### config.mk
export PLATFORM = sky130hd
export DESIGN_NAME = board_irq_ctrl
export DESIGN_NICKNAME = d
export VERILOG_FILES = /design/src/rtl/bic_pkg.sv /design/src/rtl/bic_sync.sv /design/src/rtl/bic_pending.sv /design/src/rtl/bic_slot.sv /design/src/rtl/board_irq_ctrl.sv
export SDC_FILE = /design/constraint.sdc
export NUM_CORES = 1
export LEC_CHECK = 0
export CAP_MARGIN = 20
export CORE_MARGIN = 10
export CORE_UTILIZATION = 53
export CTS_CLUSTER_SIZE = 16
export DETAILED_ROUTE_END_ITERATION = 10
export HOLD_SLACK_MARGIN = 0.02
export PLACE_DENSITY = 0.88
export SLEW_MARGIN = 20
export SYNTH_ARGS = -nofsm -noshare
export SYNTH_HDL_FRONTEND = slang
export SYNTH_SLANG_ARGS = --single-unit
### constraint.sdc
create_clock -name clk -period 2.6 [get_ports clk]
set_input_delay 0.39 -clock clk [delete_from_list [all_inputs] [get_ports clk]]
set_output_delay 0.39 -clock clk [all_outputs]
set_load 0.05 [all_outputs]
### src/rtl/bic_pkg.sv
package bic_pkg;
  localparam int unsigned DATA_W    = 32;
  localparam logic [31:0] KEEP_BITS = 32'h000F_EEFF;
  localparam int unsigned OFS_MASK  = 32'h0C0;
  localparam int unsigned OFS_PEND  = 32'h0D0;
  localparam int unsigned NUM_SLOTS = 2;
  localparam int unsigned READY_BIT = 10;
  localparam int unsigned NCD_BIT   = 5;
  localparam int unsigned CTRL_W    = 5;

  function automatic int unsigned slot_offset(int unsigned idx);
    return 32'h0E0 + 4 * idx;
  endfunction

  function automatic int unsigned slot_cd_line(int unsigned idx);
    return (idx == 0) ? 9 : 13;
  endfunction
endpackage

### src/rtl/bic_sync.sv
module bic_sync #(
  parameter int unsigned WIDTH  = 20,
  parameter int unsigned STAGES = 2
) (
  input  logic             clk,
  input  logic             rst_n,
  input  logic [WIDTH-1:0] async_in,
  output logic [WIDTH-1:0] sync_out
);
  logic [WIDTH-1:0] stage_q [STAGES];

  always_ff @(posedge clk) begin
    if (!rst_n) begin
      for (int i = 0; i < STAGES; i++) stage_q[i] <= '0;
    end else begin
      stage_q[0] <= async_in;
      for (int i = 1; i < STAGES; i++) stage_q[i] <= stage_q[i-1];
    end
  end

  assign sync_out = stage_q[STAGES-1];
endmodule

### src/rtl/bic_pending.sv
module bic_pending #(
  parameter int unsigned N_IRQ  = 20,
  parameter int unsigned DATA_W = 32,
  parameter logic [DATA_W-1:0] KEEP = DATA_W'(32'h000F_EEFF)
) (
  input  logic              clk,
  input  logic              rst_n,
  input  logic [N_IRQ-1:0]  lvl,
  input  logic              wr_mask,
  input  logic              wr_pend,
  input  logic [DATA_W-1:0] wdata,
  output logic [DATA_W-1:0] mask_q,
  output logic [DATA_W-1:0] pend_q,
  output logic              irq_out
);
  logic [N_IRQ-1:0]  prev_q;
  logic [DATA_W-1:0] rise_w;
  logic [DATA_W-1:0] set_v;

  assign rise_w = DATA_W'(lvl & ~prev_q);
  assign set_v  = rise_w & mask_q;

  always_ff @(posedge clk) begin
    if (!rst_n) begin
      prev_q <= '0;
      mask_q <= '0;
      pend_q <= '0;
    end else begin
      prev_q <= lvl;
      if (wr_mask) mask_q <= wdata & KEEP;
      pend_q <= (wr_pend ? (wdata & KEEP) : pend_q) | set_v;
    end
  end

  assign irq_out = |(pend_q & mask_q);

  assert_keep_bits_R2: assert property (@(posedge clk) disable iff (!rst_n)
    ((pend_q & ~KEEP) == '0) && ((mask_q & ~KEEP) == '0));

  assert_pend_source_R3: assert property (@(posedge clk) disable iff (!rst_n)
    ((pend_q & ~$past(pend_q)) != '0) |-> ($past(wr_pend) || ($past(set_v) != '0)));

  assert_irq_cause_R4: assert property (@(posedge clk) disable iff (!rst_n)
    $rose(irq_out) |-> ($past(wr_mask) || $past(wr_pend) || ($past(set_v) != '0)));

  assert_sw_replace_R5: assert property (@(posedge clk) disable iff (!rst_n)
    ($past(wr_pend) && ($past(set_v) == '0)) |-> (pend_q == ($past(wdata) & KEEP)));
endmodule

### src/rtl/bic_slot.sv
module bic_slot #(
  parameter int unsigned DATA_W    = 32,
  parameter int unsigned CTRL_W    = 5,
  parameter int unsigned READY_BIT = 10,
  parameter int unsigned NCD_BIT   = 5
) (
  input  logic              clk,
  input  logic              rst_n,
  input  logic              det,
  input  logic              wr,
  input  logic [CTRL_W-1:0] wctrl,
  output logic [DATA_W-1:0] word
);
  logic [CTRL_W-1:0] ctrl_q;
  logic              ncd_q;

  always_ff @(posedge clk) begin
    if (!rst_n) begin
      ctrl_q <= '0;
      ncd_q  <= 1'b1;
    end else begin
      ncd_q <= ~det;
      if (wr) ctrl_q <= wctrl;
    end
  end

  always_comb begin
    word            = '0;
    word[CTRL_W-1:0] = ctrl_q;
    word[NCD_BIT]   = ncd_q;
    word[READY_BIT] = 1'b1;
  end

  assert_ncd_follow_R6: assert property (@(posedge clk) disable iff (!rst_n)
    $past(rst_n) |-> (ncd_q == !$past(det)));

  assert_ctrl_only_by_write_R7: assert property (@(posedge clk) disable iff (!rst_n)
    (ctrl_q != $past(ctrl_q)) |-> $past(wr));
endmodule

### src/rtl/board_irq_ctrl.sv
module board_irq_ctrl
  import bic_pkg::*;
#(
  parameter int unsigned N_IRQ  = 20,
  parameter int unsigned ADDR_W = 20
) (
  input  logic              clk,
  input  logic              rst_n,
  input  logic [N_IRQ-1:0]  irq_in,
  input  logic              bus_sel,
  input  logic              bus_wr,
  input  logic [ADDR_W-1:0] bus_addr,
  input  logic [DATA_W-1:0] bus_wdata,
  output logic [DATA_W-1:0] bus_rdata,
  output logic              irq_out
);
  logic [N_IRQ-1:0]  sync_lvl;
  logic [DATA_W-1:0] mask_q, pend_q;
  logic              hit_mask, hit_pend;
  logic [NUM_SLOTS-1:0] hit_slot;
  logic [DATA_W-1:0] slot_word [NUM_SLOTS];

  assign hit_mask = bus_addr == ADDR_W'(OFS_MASK);
  assign hit_pend = bus_addr == ADDR_W'(OFS_PEND);

  bic_sync #(.WIDTH(N_IRQ), .STAGES(2)) u_sync (
    .clk(clk), .rst_n(rst_n), .async_in(irq_in), .sync_out(sync_lvl)
  );

  bic_pending #(.N_IRQ(N_IRQ), .DATA_W(DATA_W), .KEEP(KEEP_BITS)) u_pend (
    .clk(clk), .rst_n(rst_n), .lvl(sync_lvl),
    .wr_mask(bus_sel && bus_wr && hit_mask),
    .wr_pend(bus_sel && bus_wr && hit_pend),
    .wdata(bus_wdata), .mask_q(mask_q), .pend_q(pend_q), .irq_out(irq_out)
  );

  for (genvar s = 0; s < NUM_SLOTS; s++) begin : g_slot
    assign hit_slot[s] = bus_addr == ADDR_W'(slot_offset(s));
    bic_slot #(
      .DATA_W(DATA_W), .CTRL_W(CTRL_W), .READY_BIT(READY_BIT), .NCD_BIT(NCD_BIT)
    ) u_slot (
      .clk(clk), .rst_n(rst_n),
      .det(sync_lvl[slot_cd_line(s)]),
      .wr(bus_sel && bus_wr && hit_slot[s]),
      .wctrl(bus_wdata[CTRL_W-1:0]),
      .word(slot_word[s])
    );
  end

  always_comb begin
    bus_rdata = '0;
    if (hit_mask) bus_rdata = mask_q;
    if (hit_pend) bus_rdata = pend_q;
    for (int s = 0; s < NUM_SLOTS; s++)
      if (hit_slot[s]) bus_rdata = slot_word[s];
  end

  assert_undef_quiet_R8: assert property (@(posedge clk) disable iff (!rst_n)
    (bus_sel && bus_wr && !hit_mask && !hit_pend && (hit_slot == '0))
      |=> ($stable(mask_q) || ($past(mask_q) == '0 && mask_q == '0)));
endmodule

==> Word-level counts from Yosys, hierarchy flattened <==
Memory sizes are Yosys's and may differ from the RTL's.
Cells that the tools add are included.
{ "totals": {"out_inout_bits": 33, "reg_bits": 82, "mem_count": 1, "word_cells": 36, "input_bits": 76, "latchBits": 0, "ramBits": 40, "rom_bits": 0} }
{ "mem_list": {"columns": ["memory", "depth", "width", "rd", "rd_ports_with_merged_regs", "write_ports", "line", "source"], "rows": [
  ["u_sync.stage_q", 2, 20, 2, 0, 2, "bic_sync.sv:10", "logic [WIDTH-1:0] stage_q [STAGES];"]
]} }
{ "op_classes": {"div_mod_pow": 0, "order_cmp": 0, "muxes": 9, "reduce_logical": 6, "n_shift": 0, "bitwise": 9, "n_addsub": 0, "mul": 0, "n_eq_ne": 4} }
{ "ops": {"columns": ["operator", "n"], "rows": [
  ["$mux W32", 4],
  ["$eq A20 B8 Y1 const B", 4],
  ["$and A32 B20 Y32", 2],
  ["$mux W20", 3],
  ["$and A20 B32 Y32", 1],
  ["$not A20 Y32", 1],
  ["$or A32 B32 Y32", 1],
  ["$reduce_or A32 Y1", 1],
  ["$logic_and A1 B1 Y1", 5],
  ["$mux W1", 2],
  ["$not A1 Y1", 2],
  ["$or A1 B1 Y1", 2]
]} }

==> Longest topological paths before layout <==
Gate-level depths: netlist of the first run.
{ "depth": {"word_depth": 5, "depth_mapped": 7} }

==> Modules after synthesis <==
A second synthesis of the first run with hierarchy kept.
{ "hier_totals": {"cells_unflattened": 617, "area_unflattened_um2": 5758.0} }
{ "by_module_without_submodules": {"columns": ["mod", "n_inst", "cells_per_inst", "seq_area_each_um2", "area_per_inst_um2"], "rows": [
  ["bic_pending", 1, 212, 1081.0, 2324.7],
  ["board_irq_ctrl", 1, 207, 0.0, 1322.5],
  ["bic_sync", 1, 104, 800.8, 1257.5],
  ["bic_slot", 2, 47, 120.1, 426.7]
]} }

==> Least setup slack after synthesis of the first run <==
OpenSTA, ideal clock, no wires.
{ "synth_path": {"path_kind": "input to output", "startpoint": "in bus_addr[14]", "endpoint": "out bus_rdata[2]", "cell_stages": 5, "path_slack_ns": -0.463, "arrival_time_ns": 2.673, "path_cell_list": "nor4_1 -> and2_0 -> buf_2 -> nand2_1 -> o32ai_1"} }
{ "synth_via": {"elab_chain_len": 5} }
{ "synth_rtl": {"columns": ["item", "line", "source"], "rows": [
  ["start: declaration", "board_irq_ctrl.sv:12", "input logic [ADDR_W-1:0] bus_addr,"],
  ["$eq A20 B8 Y1", "board_irq_ctrl.sv:23", "assign hit_mask = bus_addr == ADDR_W'(OFS_MASK);"],
  ["$mux W20", "board_irq_ctrl.sv:52", "if (hit_mask) bus_rdata = mask_q;"],
  ["$mux W32", "board_irq_ctrl.sv:53", "if (hit_pend) bus_rdata = pend_q;"],
  ["$mux W32", "board_irq_ctrl.sv:55", "if (hit_slot[s]) bus_rdata = slot_word[s];"],
  ["$mux W32 *", "board_irq_ctrl.sv:55", null],
  ["end: declaration", "board_irq_ctrl.sv:14", "output logic [DATA_W-1:0] bus_rdata,"]
]} }
Every way passes the cells marked *; elsewhere a longest branch is shown, timed or not.

==> Final worst setup path of the first run <==
{ "layout_path": {"startpoint": "in bus_addr[13]", "endpoint": "out bus_rdata[17]"} }
The elaborated chain is that of the path after synthesis.

==> results of run 1 <==
[final timing paths]
check                                                         end                             start  cells after the start  slack [ns]
worst max register to register        u_pend.pend_q[1]$_SDFF_PN0_     u_pend.mask_q[1]$_SDFFE_PN0P_                      2        1.83
worst min register to register  g_slot[0].u_slot.ncd_q$_SDFF_PN1_  u_sync.stage_q[0][29]$_SDFF_PN0_                      1        0.44
worst max-delay path                                bus_rdata[17]                      bus_addr[13]                      7        0.11
worst min-delay path            g_slot[0].u_slot.ncd_q$_SDFF_PN1_  u_sync.stage_q[0][29]$_SDFF_PN0_                      1        0.44
[through the flow]
step | area (um^2) | util, % | cells
6_report | 5640 | 72.2 | 664
5_1_grt | 5640 | 72.2 | 664
4_1_cts | 5610 | 71.9 | 664
3_3_place_gp | 5380 | 68.9 | 648
3_5_place_dp | 5380 | 68.9 | 648
2_1_floorplan | 4370 | - | 488
[area by class of cell]
cell class / instances / share of cell area, %
Inverter: 5 / 0.333
Multi-Input combinational cell: 334 / 37.6
Clock buffer: 11 / 2.68
Sequential cell: 102 / 36.2
Timing Repair Buffer: 105 / 19.9
Clock inverter: 5 / 0.998
Tap cell: 102 / 2.26
[timing repair]
item | CTS | global route
pin swaps | 1 | 0
hold endpoints to repair | 0 | 0
resized for setup | 6 | 6
setup endpoints to repair | 17 | 13
[flip-flops by register name, indices dropped and copies added, names as in the netlist]
signal / flops
u_sync.stage_q: 36
u_pend.mask_q: 18
u_pend.pend_q: 18
u_pend.prev_q: 18
g_slot.u_slot.ctrl_q: 10
g_slot.u_slot.ncd_q: 2
[cell usage in the layout, fill, tap and decap left out, types with 4 or more instances in the layout]
cell type,netlist,routed
nand4_1,4,4
mux2i_1,18,18
a31oi_1,19,19
and3_1,20,19
and2_1,53,52
a21oi_1,16,16
a21boi_0,9,9
clkdlybuf4s50_1,0,59
nand3_1,49,49
conb_1,1,14
nand3b_1,18,18
o21ai_0,56,56
buf_4,15,30
clkbuf_8,0,11
inv_1,4,4
buf_12,0,15
nor2_1,13,12
o211a_1,5,5
dfxtp_1,102,102
nand2_1,4,4
[Yosys cell counts, drive strengths merged]
cell type | number | area share (%)
dfxtp | 102 | 47
o21ai | 56 | 6.5
and2 | 55 | 8.0
nand3 | 49 | 5.7
clkbuf | 24 | 2.1
buf | 23 | 3.6
and3 | 20 | 2.9
a31oi | 19 | 2.8
mux2i | 18 | 4.2
nand3b | 18 | 3.1
a21oi | 16 | 1.9
nor2 | 13 | 1.1
a21boi | 12 | 2.1
nor4 | 5 | 1.1
o211a | 5 | 1.2
inv | 4 | 0.35
nand2 | 4 | 0.35
nand4 | 4 | 0.58
or4 | 4 | 0.87
a221oi | 3 | 0.61
a22o | 3 | 0.61
a22oi | 3 | 0.52
nand4b | 2 | 0.41
nor3 | 2 | 0.23
and4 | 1 | 0.20
and4b | 1 | 0.23
and4bb | 1 | 0.29
clkinv | 1 | 0.087
conb | 1 | 0.087
nand2b | 1 | 0.15
nor2b | 1 | 0.15
nor4b | 1 | 0.35
o22ai | 1 | 0.15
o32ai | 1 | 0.20
or2 | 1 | 0.15
[power by group through the flow]
stage / combinational, mW / clock (mW) / sequential, mW
after floorplan: 0.141 / 0 / 1.64
after global placement: 0.248 / 0 / 1.64
after detailed placement: 0.253 / 0 / 1.64
after CTS: 0.257 / 1.03 / 1.61
after global routing: 0.280 / 1.09 / 1.61
final: 0.262 / 1.01 / 1.61
[per-layer routing]
layer	part of all wire, %	vias to the layer above
met4	2.9	0
met2	50	188
met3	8.6	24
met5	0	-
met1	38	1843
li1	-	1841
[cell families after synthesis]
group | Yosys count | share of synthesized area (%)
multiplexers | 18 | 4.18
other | 1 | 0.0869
flip-flops | 102 | 47.3
AO/OA/AOI/OAI | 119 | 16.4
AND/OR/NAND/NOR | 183 | 25.8
buffers and inverters | 52 | 6.15
==> out/metrics.cfg, run 1 <==
[grt]
top_usage_layer = met2
grtUsageTotal_pct = 19.3
grt-ovfl-total = 0
grt_max_degree = 47
grt_pass1_wl_mm = 18.6
antenna_found_initial = 0
grt_pass1_vias = 3943
grtUsageMet3_pct = 4.00
grt_use_met1_pct = 22.3
met2_usage_pct = 32.4

[pwr]
p_leak_nw = 2.13
swShare_pct = 23.0
power_frac_seq_pct = 55.7
p_clk_share_pct = 35.2
combPwrFrac_pct = 9.1
p_sw_mw = 0.662
power_density_nw_per_um2 = 511
p_int_mw = 2.22
p_total_mw = 2.88
vdd_ir_drop_max_uv = 467

[synthesis]
syn_avg_cell_area_um2 = 9.09
synth_cell_type_count = 42
ys_seq_elements = 102
syn_area_um2 = 4320
yosys_warnings = 0
synthCells = 475
ys_seq_area_share_pct = 47.3

[final_layout]
regArea_um2 = 2040
antenna_cells = 0
multi_input_area_um2 = 2120
drive_gt1_share_pct = 13.5
nFillCells = 548
synthToLayoutAreaGrowth_pct = 30.7
fin_nets = 633

[place]
place_ws_ns = -0.0604
hpwl_mm = 8.38
place_congestion = 0.854
portBuffers = 78

[timing]
whs_ns = 0.438
rsz0062_at_grt = false
hold_violations = 0
worst_slew_pin_slew_ns = 0.622
relSlewSlack_pct = 58.4
fin_tns_setup_ns = 0
slew_violations = 0
finalSetupViolations = 0
finalCritPeriodShare_pct = 95.9
fmax_mhz = 401
finalWorstSetupSlack_ns = 0.106
layout_min_cycle_time_ns = 2.49
finClkSkew_ns = 0.00477

[worst_setup_path]
crit_path_max_fanout = 7
cpLargestDelayFamily = simple AND/OR/NAND/NOR gates
worstSetupStartpointType = input port
critical_path_required_ns = 2.21
crit_slowest_cell = clkdlybuf4s50_1
slowest_delay_ns = 0.47
cp.buffers_inverters = 3
worst_ep_arrival_time_ns = 2.10
endpoint_kind = primary output
crit_path_cell_trace = clkdlybuf4s50_1 -> nor4_4 -> and3_4 -> nand3_1 -> buf_4 -> nor2_1 -> buf_12
worstSetupPathType = input port to primary output

[clock_tree]
cts_tree = yes
clkSinkCount = 102
cts_hold_buf = 0
htree_levels = 3
cts-root-buf = clkbuf_8
clk_latency_ns = 0.36
cts-buffers-inserted = 9
cts_setup_buffers = 0
clockBufferDepth = 2
clkTransAtPathRegs_ns = 0.09

[floorplanning]
boundaryPins = 109
row_count = 32
die_area_um2 = 12200
start_util_pct = 55.3
core_um2 = 7810
die_h_um = 110
die_width_um = 110

[routing]
routed_wl_mm = 11.7
via_per_inst = 5.87
num_vias = 3896
drtPass1Iterations = 5
drc_errors = 0
wl_per_cell_um = 17.6
drt_iter0_drc = 394
antenna_left = 0

[run_status]
status = finished, final reports clean

[hold_path]
hold_path_class = flop to flop

[run]
drv_cap = 0

(Power assumes the default switching activity.)
==> run 2: changes to the inputs <==
Settings changed: GPL_TIMING_DRIVEN set to 1.
==> results of run 2 <==
Final layout, timing and power as in run 1 (identical DEF).
